===== src/rtl/spi_stat_pkg.sv =====
package spi_stat_pkg;

    localparam int STAT_W  = 24;
    localparam int BYTE_W  = 8;
    localparam int WEL_BIT = 1;

    typedef enum logic [7:0] {
        OP_WEL_SET  = 8'h06,
        OP_WEL_CLR  = 8'h04,
        OP_RD_LOW   = 8'h05,
        OP_RD_MID   = 8'h35,
        OP_RD_HIGH  = 8'h15,
        OP_WIDE_ON  = 8'hB7,
        OP_WIDE_OFF = 8'hE9
    } op_e;

    typedef struct packed {
        logic sck;
        logic csn;
        logic mosi;
    } pins_t;

    typedef struct packed {
        logic sck_rise;
        logic sck_fall;
        logic cs_rise;
        logic cs_act;
        logic mosi;
    } pin_evt_t;

    localparam pins_t PINS_IDLE = '{sck: 1'b0, csn: 1'b1, mosi: 1'b0};

    function automatic logic [BYTE_W-1:0] resp_byte(logic [BYTE_W-1:0] op,
                                                    logic [STAT_W-1:0] st);
        case (op)
            OP_RD_LOW:  return st[7:0];
            OP_RD_MID:  return st[15:8];
            OP_RD_HIGH: return st[23:16];
            default:    return '0;
        endcase
    endfunction

endpackage


===== src/rtl/spi_pin_sync.sv =====
module spi_pin_sync
    import spi_stat_pkg::*;
#(
    parameter int STAGES = 2
) (
    input  logic     clk,
    input  logic     rst,
    input  pins_t    raw,
    output pin_evt_t evt
);
    localparam int NPIN = $bits(pins_t);
    localparam logic [NPIN-1:0] IDLE_V = PINS_IDLE;

    logic [NPIN-1:0] raw_v;
    logic [NPIN-1:0] synced;
    pins_t           cur;
    pins_t           prev;

    assign raw_v = raw;

    for (genvar p = 0; p < NPIN; p++) begin : g_pin
        logic [STAGES-1:0] chain;
        always_ff @(posedge clk) begin
            if (rst) chain <= {STAGES{IDLE_V[p]}};
            else     chain <= {chain[STAGES-2:0], raw_v[p]};
        end
        assign synced[p] = chain[STAGES-1];
    end

    assign cur = pins_t'(synced);

    always_ff @(posedge clk) begin
        if (rst) prev <= PINS_IDLE;
        else     prev <= cur;
    end

    assign evt.sck_rise = cur.sck & ~prev.sck;
    assign evt.sck_fall = ~cur.sck & prev.sck;
    assign evt.cs_rise  = cur.csn & ~prev.csn;
    assign evt.cs_act   = ~cur.csn;
    assign evt.mosi     = cur.mosi;
endmodule


===== src/rtl/spi_op_shift.sv =====
module spi_op_shift
    import spi_stat_pkg::*;
(
    input  logic              clk,
    input  logic              rst,
    input  pin_evt_t          evt,
    input  logic [STAT_W-1:0] status,
    output logic [BYTE_W-1:0] op,
    output logic              op_done,
    output logic              miso
);
    localparam int CNT_W = $clog2(BYTE_W + 1);
    localparam logic [CNT_W-1:0] FULL = CNT_W'(BYTE_W);

    logic [CNT_W-1:0]  cnt;
    logic [BYTE_W-1:0] tx;
    logic              loaded;

    always_ff @(posedge clk) begin
        if (rst || !evt.cs_act) begin
            cnt    <= '0;
            op     <= '0;
            tx     <= '0;
            loaded <= 1'b0;
        end else begin
            if (evt.sck_rise && cnt != FULL) begin
                op  <= {op[BYTE_W-2:0], evt.mosi};
                cnt <= cnt + 1'b1;
            end
            if (evt.sck_fall) begin
                if (cnt == FULL && !loaded) begin
                    tx     <= resp_byte(op, status);
                    loaded <= 1'b1;
                end else begin
                    tx <= {tx[BYTE_W-2:0], 1'b0};
                end
            end
        end
    end

    assign op_done = (cnt == FULL);
    assign miso    = tx[BYTE_W-1];
endmodule


===== src/rtl/spi_stat_regs.sv =====
module spi_stat_regs
    import spi_stat_pkg::*;
(
    input  logic              clk,
    input  logic              rst,
    input  logic              cs_rise,
    input  logic [BYTE_W-1:0] op,
    input  logic              op_done,
    input  logic              wr_en,
    input  logic [STAT_W-1:0] wr_data,
    output logic [STAT_W-1:0] status,
    output logic              mode4,
    output logic              pend
);
    logic [STAT_W-1:0] stage;
    logic [STAT_W-1:0] status_n;
    logic              mode_n;

    always_comb begin
        status_n = pend ? stage : status;
        mode_n   = mode4;
        if (op_done) begin
            case (op)
                OP_WEL_SET:  status_n[WEL_BIT] = 1'b1;
                OP_WEL_CLR:  status_n[WEL_BIT] = 1'b0;
                OP_WIDE_ON:  mode_n = 1'b1;
                OP_WIDE_OFF: mode_n = 1'b0;
                default:     ;
            endcase
        end
    end

    always_ff @(posedge clk) begin
        if (rst) begin
            stage  <= '0;
            pend   <= 1'b0;
            status <= '0;
            mode4  <= 1'b0;
        end else begin
            if (wr_en) stage <= wr_data;
            pend <= wr_en | (pend & ~cs_rise);
            if (cs_rise) begin
                status <= status_n;
                mode4  <= mode_n;
            end
        end
    end
endmodule


===== src/rtl/spi_stat_emu.sv =====
module spi_stat_emu
    import spi_stat_pkg::*;
#(
    parameter int SYNC_STAGES = 2
) (
    input  logic              clk,
    input  logic              rst,
    input  logic              spi_sck,
    input  logic              spi_csn,
    input  logic              spi_mosi,
    output logic              spi_miso,
    input  logic              reg_wr_en,
    input  logic [STAT_W-1:0] reg_wr_data,
    output logic [STAT_W-1:0] stat_rd,
    output logic              addr4_mode
);
    pins_t             raw;
    pin_evt_t          evt;
    logic [BYTE_W-1:0] op_byte;
    logic              op_done;
    logic              stage_pend;
    logic              cs_rise;
    logic              cs_act;

    assign raw     = '{sck: spi_sck, csn: spi_csn, mosi: spi_mosi};
    assign cs_rise = evt.cs_rise;
    assign cs_act  = evt.cs_act;

    spi_pin_sync #(.STAGES(SYNC_STAGES)) u_sync (
        .clk (clk),
        .rst (rst),
        .raw (raw),
        .evt (evt)
    );

    spi_op_shift u_shift (
        .clk     (clk),
        .rst     (rst),
        .evt     (evt),
        .status  (stat_rd),
        .op      (op_byte),
        .op_done (op_done),
        .miso    (spi_miso)
    );

    spi_stat_regs u_regs (
        .clk     (clk),
        .rst     (rst),
        .cs_rise (cs_rise),
        .op      (op_byte),
        .op_done (op_done),
        .wr_en   (reg_wr_en),
        .wr_data (reg_wr_data),
        .status  (stat_rd),
        .mode4   (addr4_mode),
        .pend    (stage_pend)
    );
endmodule


===== config.mk =====
export PLATFORM = sky130hd
export DESIGN_NAME = spi_stat_emu
export DESIGN_NICKNAME = d
export VERILOG_FILES = /design/src/rtl/spi_stat_pkg.sv /design/src/rtl/spi_pin_sync.sv /design/src/rtl/spi_op_shift.sv /design/src/rtl/spi_stat_regs.sv /design/src/rtl/spi_stat_emu.sv
export SDC_FILE = /design/constraint.sdc
export NUM_CORES = 1
export LEC_CHECK = 0
export ABC_AREA = 1
export BUFFER_PORTS_ARGS = -buffer_cell sky130_fd_sc_hd__buf_2
export CAP_MARGIN = 20
export CORE_ASPECT_RATIO = 1.2
export CORE_MARGIN = 10
export CORE_UTILIZATION = 45
export DETAILED_ROUTE_END_ITERATION = 8
export GPL_TIMING_DRIVEN = 0
export HOLD_SLACK_MARGIN = 0.02
export PLACE_DENSITY = 0.66
export SLEW_MARGIN = 30
export SYNTH_ARGS = -nofsm -noshare
export SYNTH_HDL_FRONTEND = slang
export SYNTH_HIERARCHICAL = 1
export SYNTH_SLANG_ARGS = --single-unit

===== constraint.sdc =====
create_clock -name clk -period 1.9 [get_ports clk]
set_input_delay 0.38 -clock clk [delete_from_list [all_inputs] [get_ports clk]]
set_output_delay 0.38 -clock clk [all_outputs]
set_load 0.01 [all_outputs]

# After elaboration in Yosys (flattened, before gate mapping)
# Index checks and enable logic that the tools add are counted.
# word_totals
reg_bits,79
latchBits,0
ramBits,0
romBits,0
input_bits,30
out_inout_bits,26
word_cells,47
n_memories,0
# op_classes
add_sub_neg,1
n_mul,0
div,0
n_lt_le_gt_ge,0
n_eq_ne,9
n_shift,0
muxes,6
bitwise,9
reduce_logical,8
# ops
op,n
$eq A8 B3 Y1 const B,3
$pmux W8 S3,1
$eq A8 B8 Y1 const B,2
$eq A8 B5 Y1 const B,1
$eq A8 B6 Y1 const B,1
$mux W8,1
$add A4 B1 Y4 const B,1
$and A1 B1 Y1,4
$eq A4 B4 Y1 const B,1
$ne A4 B4 Y1 const B,1
$not A1 Y1,4
$pmux W1 S2,2
$reduce_and A2 Y1,2
$reduce_and A3 Y1,1
$logic_and A1 B1 Y1,2
$mux W2,1
$reduce_bool A2 Y1,1
$logic_not A1 Y1,1
$logic_or A1 B1 Y1,1
$mux W1,1
$or A1 B1 Y1,1

# Depth between registers and ports, before layout
# Gate-level depths: netlist of run 1.
# depth
ltp_word,5
ltp_mapped,10
depth_no_buf,10

# Cells and area by module
# Netlist of run 1, hierarchy kept.
# by_module_without_submodules
module,n_inst,cells_each,area_each_um2,seq_area_each_um2
spi_stat_regs,1,246,1853.0,1001.0
spi_op_shift,1,158,1207.4,420.4
spi_pin_sync,1,30,246.5,160.2

# Least setup slack after synthesis of run 1
# OpenSTA, ideal clock, no wires.
# synth_path
path_kind,register to register
startpoint,register u_shift.cnt[0]
endpoint,register u_shift.cnt[3]
setup_time_ps,116
arrival_time_ps,1182
required_time_ps,1784
slack_ps,602
path_stages_with_launch,9
path_buffers,0
period_less_slack_ps,1298
path_cell_list,dfxtp_1 -> inv_1 -> ha_1 -> nand3b_4 -> nand2_1 -> nor2_1 -> nand3_1 -> o21ai_0 -> nor2_1
# synth_via
elab_chain_len,2
word_cells_on_any_way,3
cone_classes,add/sub: 1; eq/ne: 1; reduce/logical: 1
# synth_rtl
item,line,rtl
"start, declared",spi_op_shift.sv:15,logic [CNT_W-1:0] cnt;
"start signal, assigned",spi_op_shift.sv:28,cnt <= cnt + 1'b1;
"parallel branches: the longest is 2 deep, another holds $add A4 B1 Y4",-,
# Several ways; the timed one is not identified.
# A chain may end at the register's enable or synchronous reset.

==> flow_summary.ini, run 1 <==
[outcome]
status = complete, no violations

[logic_synthesis]
postSynthCellCount = 434
synth-seq-cells = 79
syn_nets = 466
synth_warnings = 6
ys_types = 27
synth_seq_area_share_pct = 47.8
synthesis.area_mm2 = 0.00331
synth.avg_cell_area_um2 = 7.62

[grt]
globalRoute.totalOverflow = 0
grt_max_degree = 13
grt_antenna_before_repair = 0
grtUsageTotal_pct = 13.6
grt_pass1_vias = 2674
grt_pass1_wl_mm = 12.6

[drt]
drt-pass1-iter-count = 5
num_vias = 2859
drt_iter0_markers = 152
routed_wl_mm = 7.74
wl_per_cell_um = 13.0
route.detailed.drc = 0
ant_nets = 0
via_per_inst = 4.82

[layout]
fin_util_pct = 53.7
nFillCells = 742
multi_input_area_mm2 = 0.00144
area_delta_synth_final_pct = 16.6
insertedDiodeCount = 0
drive_gt1_share_pct = 21.7
regArea_mm2 = 0.00158
nNetsFinal = 532

[floorplan]
rows = 34
start_util_pct = 46.0
die-area_mm2 = 0.0112
die-width_um = 98.3
coreArea_mm2 = 0.00719
boundaryPins = 56
die-height_um = 114

[timing]
drv_slew = 0
worstMarginPinSlew_ps = 470
fin_crit_ps = 1540
finalCritPeriodShare_pct = 81.3
slew_headroom_pct = 68.5
rsz0062_at_grt = false
timing.setup.tns_ps = 0
hold_viol = 0
setup_viol = 0
max_freq_ghz = 0.647
clock-skew-final_ps = 8.55

[cts]
numCtsBuffers = 9
cts_tree = done
clk_latency_ps = 340
clockBufferDepth = 2
cts_setup_buffers = 0
path_clk_slew_ps = 70
cts.repair.resized = 0
cts_sinks = 79
clockRootBuffer = clkbuf_8
h-tree-depth = 3
hold_buffers = 0

[placed_design]
portBuffers = 55
globalplace.congestion = 0.837
dp.final_hpwl_mm = 6.02

[critical_path]
crit_fanout = 9
worstPathRequired_ps = 2180
r2r-end = u_shift/tx[0]$_SDFFE_PP0P_
path_class = reg -> reg
r2r_cells = 6
start_kind = register
timing.rr.start = u_sync/prev[2]$_SDFF_PP0_
ff2ff_setup_slack_ps = 360
crit_path_end_kind = register
critPathArrivalTime_ps = 1820

[run]
cap_violations = 0

[min_path]
min_to = u_sync/g_pin[1].chain[0]$_SDFF_PP1_
min_from = spi_csn
whs_path_depth = 3
hold_path_class = in -> reg

[power_and_ir_drop]
power_density_mw_per_mm2 = 774
ir_drop_mv = 0.564
p_leak_uw = 0.00165
layout make-up:
cell class,count,share of cell area [%]
sequential,79,41.0
multi-input combinational,295,37.2
timing repair buffer,55,7.14
inverter,41,3.99
clock buffer,11,3.67
buffer,19,3.54
tap,90,2.92
clock inverter,3,0.551
critical path, stage by stage, from the launching register on:
cell and delay, ps:
dfxtp_1 330, inv_1 40, nor2_1 360, clkinv_1 350, nor2_1 210, nand2_1 80
a21oi_2 110
kinds of logic (layout without fill, tap and decap cells):
| family | after synthesis | count (layout) | share of synthesized area, % |
|---|---|---|---|
| flip-flops | 79 | 79 | 47.8 |
| AND/OR/NAND/NOR | 199 | 199 | 27.6 |
| adder cells (fa/ha/maj) | 2 | 2 | 0.757 |
| AO/OA/AOI/OAI | 94 | 94 | 15.0 |
| buffers and inverters | 60 | 129 | 8.78 |
cells in the final DEF (no fill, tap or decap), types with 3 or more instances in the layout:
cell	Yosys	routed
a21oi_1	22	22
a21oi_2	5	5
buf_2	3	58
buf_6	5	5
clkbuf_1	4	5
clkbuf_2	4	4
clkbuf_8	0	10
dfxtp_1	79	79
inv_1	34	34
inv_2	6	6
nand2_1	28	28
nand2_2	4	4
nand3_1	36	36
nand3_2	3	3
nor2_1	118	118
nor2_8	3	3
o21ai_0	60	60
o21ai_1	6	6
cells in the mapped netlist, drive strengths merged:
cell | n | area share, %
nand3b | 1 | 0.61
o21ai | 66 | 10
o211ai | 1 | 0.38
nand3 | 39 | 6.4
nand4 | 1 | 0.19
a21oi | 27 | 4.7
clkinv | 1 | 0.11
clkbuf | 8 | 1.1
dfxtp | 79 | 48
ha | 2 | 0.76
nor3 | 2 | 0.30
nor2 | 123 | 16
inv | 40 | 4.5
buf | 11 | 3.1
nand2 | 33 | 4.3
stage by stage:
stage	area [um^2]	setup WS (ps)	std cells	hold slack [ps]	power (uW)
floorplan	3310	602	434	386	1890
global placement	3690	320	579	391	1960
detailed placement	3690	348	579	395	1970
CTS	3860	317	593	191	3030
global route	3860	211	593	202	3130
finish	3860	355	593	214	2990
registers in the layout, summed over array words and instances, names as in the netlist:
register	cells
u_regs/mode4	1
u_sync/g_pin.chain	6
u_shift/op	8
u_shift/loaded	1
u_regs/pend	1
u_shift/tx	8
u_regs/stage	24
u_regs/status	24
u_sync/prev	2
u_shift/cnt	4
report_power, final:
part | leakage [uW] | internal [uW] | switching, uW
Clock | 0.0000813 | 496 | 561
Combinational | 0.000927 | 78.4 | 112
Sequential | 0.000645 | 1710 | 29.8
metal layers:
layer / vias to the layer above / part of all wire [%] / global-route usage [%] / wire [um]
li1: 1525 / - / - / -
met1: 1277 / 43 / 14.6 / 3330
met2: 50 / 53 / 25.2 / 4080
met3: 7 / 2.9 / 3.39 / 226
met4: 0 / 1.2 / 4.88 / 93
met5: - / 0 / 0 / 0
worst max-delay path by stage:
stage,start,endpoint,slack (ps)
2_1_floorplan,u_shift/cnt[0]$_SDFFE_PP0P_,u_shift/cnt[3]$_SDFFE_PP0P_,600
3_3_place_gp,u_sync/prev[2]$_SDFF_PP0_,u_shift/tx[0]$_SDFFE_PP0P_,320
3_5_place_dp,u_sync/prev[2]$_SDFF_PP0_,u_shift/tx[0]$_SDFFE_PP0P_,350
4_1_cts,u_sync/prev[2]$_SDFF_PP0_,u_shift/tx[0]$_SDFFE_PP0P_,320
5_1_grt,u_sync/prev[2]$_SDFF_PP0_,u_shift/tx[0]$_SDFFE_PP0P_,210
6_report,u_sync/prev[2]$_SDFF_PP0_,u_shift/tx[0]$_SDFFE_PP0P_,360
Power figures use the tool's default switching activity.
==> inputs of run 2 (changes only) <==
- PLACE_DENSITY: 0.66 -> 0.69
- clock period: 1.9 -> 1.4 ns (I/O delays scaled with it)
==> run 2 against run 1 <==
Effect of this change:
- non-clock buffer count increased by 2
- core utilization increased by 1.4 points
- setup slack got worse by 280 ps
- die area unchanged
- clock skew increased by 4.0 ps
- clock power increased by 39%
- critical path depth increased by 2
- sequential share of layout area decreased by 0.79 points
- critical path type unchanged
- critical endpoint unchanged
==> flow_summary.ini, run 2 (same netlist as run 1, synthesis figures left out) <==
[timing]
fin_crit_ps = 1320
clock-skew-final_ps = 12.5
max_freq_ghz = 0.756
slew_headroom_pct = 71.1
worstMarginPinSlew_ps = 433
setup_viol = 0
rsz0062_at_grt = true
timing.setup.tns_ps = 0
hold_viol = 0
drv_slew = 0
finalCritPeriodShare_pct = 94.5

[layout]
fin_cells = 597
drive_gt1_share_pct = 26.0
top_regs = u_regs/stage: 24 flops, u_regs/status: 24 flops
mostFrequentLayoutCells = 114 x nor2_1, 74 x dfxtp_1, 58 x buf_2
area_delta_synth_final_pct = 19.6
nNetsFinal = 534
insertedDiodeCount = 0
final_common_cell = nor2_1

[cts]
clk_latency_ps = 360
clockRootBuffer = clkbuf_8
h-tree-depth = 3
cts_tree = done
hold_buffers = 0
path_clk_slew_ps = 80
clockBufferDepth = 2
cts_sinks = 79
numCtsBuffers = 9

[grt]
use_met1_pct = 14.8
met3_usage_pct = 3.99
grt_util_met2_pct = 24.8
grt_pass1_vias = 2832
grt_max_degree = 14
globalRoute.totalOverflow = 0
grtUsageTotal_pct = 13.8
grt_antenna_before_repair = 0
grt_pass1_wl_mm = 12.9
busiest_layer = met2

[critical_path]
cpMaxStageDelayCell = dfxtp_1
start_kind = register
ff2ff_setup_slack_ps = 80
critPathArrivalTime_ps = 1610
crit_fanout = 10
slowest_delay_ps = 370
crit_top_cell = nand3_1
cp_cell_sequence = inv_2 -> nand2_2 -> nor2_8 -> buf_6 -> nand3_1 -> nand3_1 -> nand2_1 -> a21oi_2
r2r-end = u_shift/tx[0]$_SDFFE_PP0P_
timing.rr.start = u_shift/op[1]$_SDFFE_PP0P_
r2r_cells = 8
path_class = reg -> reg
worstPathRequired_ps = 1690
crit_path_end_kind = register

[min_path]
min_from = spi_csn
whs_path_depth = 3
hold_path_class = in -> reg
min_to = u_sync/g_pin[1].chain[0]$_SDFF_PP1_

[floorplan]
die-width_um = 98.3
die-height_um = 114
boundaryPins = 56
start_util_pct = 46.0
die-area_mm2 = 0.0112
rows = 34
coreArea_mm2 = 0.00719

[drt]
num_vias = 2914
drt_iter0_markers = 137
ant_nets = 0
via_per_inst = 4.88
wl_per_cell_um = 13.3
routed_wl_mm = 7.93
drt-pass1-iter-count = 5
route.detailed.drc = 0

[power_and_ir_drop]
power_frac_comb_pct = 6.4
seq_power_share_pct = 57.6
p_leak_uw = 0.00168
swShare_pct = 25.0
ir_drop_mv = 0.610
p_clk_share_pct = 36.0
power_density_mw_per_mm2 = 1040
switching_power_uw = 1020
p_int_uw = 3070

[placed_design]
dp.final_hpwl_mm = 6.05
placedCellCount = 579
portBuffers = 55
globalplace.congestion = 0.830

[run]
cap_violations = 0

[outcome]
status = complete, no violations
## run 2: cell count changes in the layout (fill, tap and decap cells not counted), sizes merged
cell,before,now
clkinvlp,1,2
inv,40,41
buf,66,68
## run 2: stage by stage
| step | instance area [um^2] | setup slack, ps | utilization [%] | total power, uW | hold slack (ps) |
|---|---|---|---|---|---|
| 6_report | 3960 | 76.9 | 55.0 | 4090 | 88.7 |
| 3_5_place_dp | 3690 | -178 | 51.4 | 2670 | 396 |
| 2_1_floorplan | 3310 | 102 | - | 2560 | 349 |
| 5_1_grt | 3960 | -16.6 | 55.0 | 4290 | 99.3 |
| 3_3_place_gp | 3690 | -158 | 51.4 | 2660 | 392 |
| 4_1_cts | 3880 | 4.21 | 54.0 | 4120 | 86.5 |
## run 2: routing by layer
metal  vias to the layer above  part of all wire [%]  wire length, um
li1                       1540                     -                -
met1                      1309                    42             3300
met2                        54                    52             4140
met3                        11                   4.3              339
met4                         0                   1.9              152
met5                         -                     0                0
## run 2: how the worst max path moves through the flow
| stage | start | end | cells after the start |
|---|---|---|---|
| detailed placement | u_sync/prev[2]$_SDFF_PP0_ | u_shift/tx[0]$_SDFFE_PP0P_ | 6 |
| global placement | u_sync/prev[2]$_SDFF_PP0_ | u_shift/tx[0]$_SDFFE_PP0P_ | 6 |
| CTS | u_shift/cnt[0]$_SDFFE_PP0P_ | u_shift/tx[1]$_SDFFE_PP0P_ | 8 |
| finish | u_shift/op[1]$_SDFFE_PP0P_ | u_shift/tx[0]$_SDFFE_PP0P_ | 8 |
| floorplan | u_shift/cnt[0]$_SDFFE_PP0P_ | u_shift/cnt[3]$_SDFFE_PP0P_ | 8 |
| global route | u_shift/op[1]$_SDFFE_PP0P_ | u_shift/tx[1]$_SDFFE_PP0P_ | 8 |
## run 2: final cells by class
cell class / count / area, um^2
Buffer: 19 / 139
Clock buffer: 11 / 131
Clock inverter: 5 / 33.8
Fill cell: 713 / 3230
Inverter: 41 / 160
Multi-Input combinational cell: 295 / 1500
Sequential cell: 79 / 1590
Tap cell: 90 / 113
Timing Repair Buffer: 57 / 290
## run 2: repair_timing
action | 4_1_cts | 5_1_grt
gates resized for setup | 9 | 26
endpoints found under the hold margin | 0 | 0
pin swaps | 1 | 3
setup buffers | 0 | 2
setup endpoints to repair | 14 | 26
## run 2: power by group through the flow
stage,Combinational [uW],Clock (uW),Sequential (uW)
after floorplan,161,0,2400
after global placement,256,0,2410
after detailed placement,260,0,2410
after CTS,264,1500,2360
after global routing,306,1610,2370
final,264,1470,2360
## run 2: critical path, delay by kind of cell (launching register included)
kind                   cells  cell delay [ps]
flip-flops                 1              370
AND/OR/NAND/NOR            5              530
AO/OA/AOI/OAI              1              100
buffers and inverters      2              250
==> inputs of run 3 (changes only) <==
- MAX_ROUTING_LAYER: unset -> met4
==> run 3 against run 2 <==
Effect of this change:
- core utilization is the same
- maximum frequency grew 0.11%
- clock-buffer cell count is the same
- register-to-register slack is essentially flat
- critical path depth is the same
- sequential share of layout area is the same
- largest power group unchanged
==> flow_summary.ini, run 3 (same netlist as run 1, synthesis figures left out) <==
[timing]
setup_viol = 0
max_freq_ghz = 0.757
rsz0062_at_grt = true
slew_headroom_pct = 70.7
finalCritPeriodShare_pct = 94.4
hold_viol = 0
fin_crit_ps = 1320
drv_slew = 0
clock-skew-final_ps = 11.9
holdWs_ps = 88.6
worstMarginPinSlew_ps = 439

[power_and_ir_drop]
p_int_uw = 3070
seq_power_share_pct = 57.6
power_frac_comb_pct = 6.5
p_leak_uw = 0.00168
ir_drop_mv = 0.612
p_clk_share_pct = 36.0
power_density_mw_per_mm2 = 1040
switching_power_uw = 1030
swShare_pct = 25.1

[layout]
final_common_cell = nor2_1
drive_gt1_share_pct = 26.0
nNetsFinal = 534
fin_cells = 597
nFillCells = 713
insertedDiodeCount = 0
area_delta_synth_final_pct = 19.6
mostFrequentLayoutCells = 114 x nor2_1, 74 x dfxtp_1, 58 x buf_2
top_regs = u_regs/stage: 24 flops, u_regs/status: 24 flops

[cts]
clk_latency_ps = 360
clockBufferDepth = 2
cts_tree = done
clockRootBuffer = clkbuf_8
cts_sinks = 79
h-tree-depth = 3
hold_buffers = 0
numCtsBuffers = 9
path_clk_slew_ps = 80

[min_path]
whs_path_depth = 3
hold_path_class = in -> reg

[placed_design]
portBuffers = 55
globalplace.congestion = 0.843
placedCellCount = 579
dp.final_hpwl_mm = 6.05

[run]
cap_violations = 0

[floorplan]
start_util_pct = 46.0
die-width_um = 98.3
coreArea_mm2 = 0.00719
boundaryPins = 56
die-height_um = 114
die-area_mm2 = 0.0112
rows = 34

[critical_path]
path_class = reg -> reg
start_kind = register
critPathArrivalTime_ps = 1610
crit_path_end_kind = register
ff2ff_setup_slack_ps = 80
crit_fanout = 10
r2r_cells = 8
worstPathRequired_ps = 1690

[drt]
via_per_inst = 4.90
num_vias = 2925
drt_iter0_markers = 137
ant_nets = 0
drt-pass1-iter-count = 4
route.detailed.drc = 0
routed_wl_mm = 7.91
wl_per_cell_um = 13.3

[grt]
grt_pass1_vias = 2839
grt_pass1_wl_mm = 12.9
globalRoute.totalOverflow = 0
grt_max_degree = 14
grt_antenna_before_repair = 0
grtUsageTotal_pct = 14.2

[outcome]
status = complete, no violations
## run 3: cell counts in the layout (fill, tap and decap cells not counted)
Identical to the previous run, type by type.
## run 3: timing repair
item,4_1_cts,5_1_grt
setup endpoints to repair,14,26
gates resized for setup,9,26
pin swaps,1,3
buffers inserted,0,2
## run 3: worst max-delay path, stage by stage, from the launching register on
cell and delay, ps:
dfxtp_1 370, inv_2 90, nand2_2 90, nor2_8 160
buf_8 150, nand3_1 110, nand3_1 110, nand2_1 60
a21oi_2 110
## run 3: layout make-up
type                       count  area (um^2)  area share [%]
clock inverter                 5         33.8           0.854
timing repair buffer          57          290            7.34
inverter                      41          160            4.05
tap                           90          113            2.85
sequential                    79         1590            40.2
multi-input combinational    295         1500            37.9
clock buffer                  11          131            3.32
buffer                        19          139            3.51
## run 3: power by group through the flow
stage / logic [uW] / registers (uW) / clock network (uW)
floorplan: 161 / 2400 / 0
global placement: 256 / 2410 / 0
detailed placement: 260 / 2410 / 0
CTS: 264 / 2360 / 1500
global route: 306 / 2370 / 1620
finish: 264 / 2360 / 1470
## run 3: worst paths after layout
check | from | to
max | u_shift/op[1]$_SDFFE_PP0P_ | u_shift/tx[3]$_SDFFE_PP0P_
max reg2reg | u_shift/op[1]$_SDFFE_PP0P_ | u_shift/tx[3]$_SDFFE_PP0P_
min | spi_csn | u_sync/g_pin[1].chain[0]$_SDFF_PP1_
min reg2reg | u_sync/g_pin[2].chain[0]$_SDFF_PP0_ | u_sync/g_pin[2].chain[1]$_SDFF_PP0_
## run 3: through the flow
step / setup slack [ps] / total power (uW) / cell area, um^2 / utilization (%) / setup TNS [ps]
after global placement: -158 / 2660 / 3690 / 51.4 / -1140
after CTS: 4.21 / 4120 / 3880 / 54.0 / 0
after floorplan: 102 / 2560 / 3310 / - / 0
final: 78.3 / 4100 / 3960 / 55.0 / 0
after global routing: -16.6 / 4290 / 3960 / 55.0 / -30.1
after detailed placement: -178 / 2670 / 3690 / 51.4 / -1320
## run 3: layer usage
layer / vias up / GRT usage (%) / share of wire (%)
met5: - / - / 0
met4: 0 / 6.03 / 2.2
met3: 10 / 3.39 / 3.3
met2: 48 / 24.8 / 53
met1: 1325 / 15.1 / 42
li1: 1542 / - / -
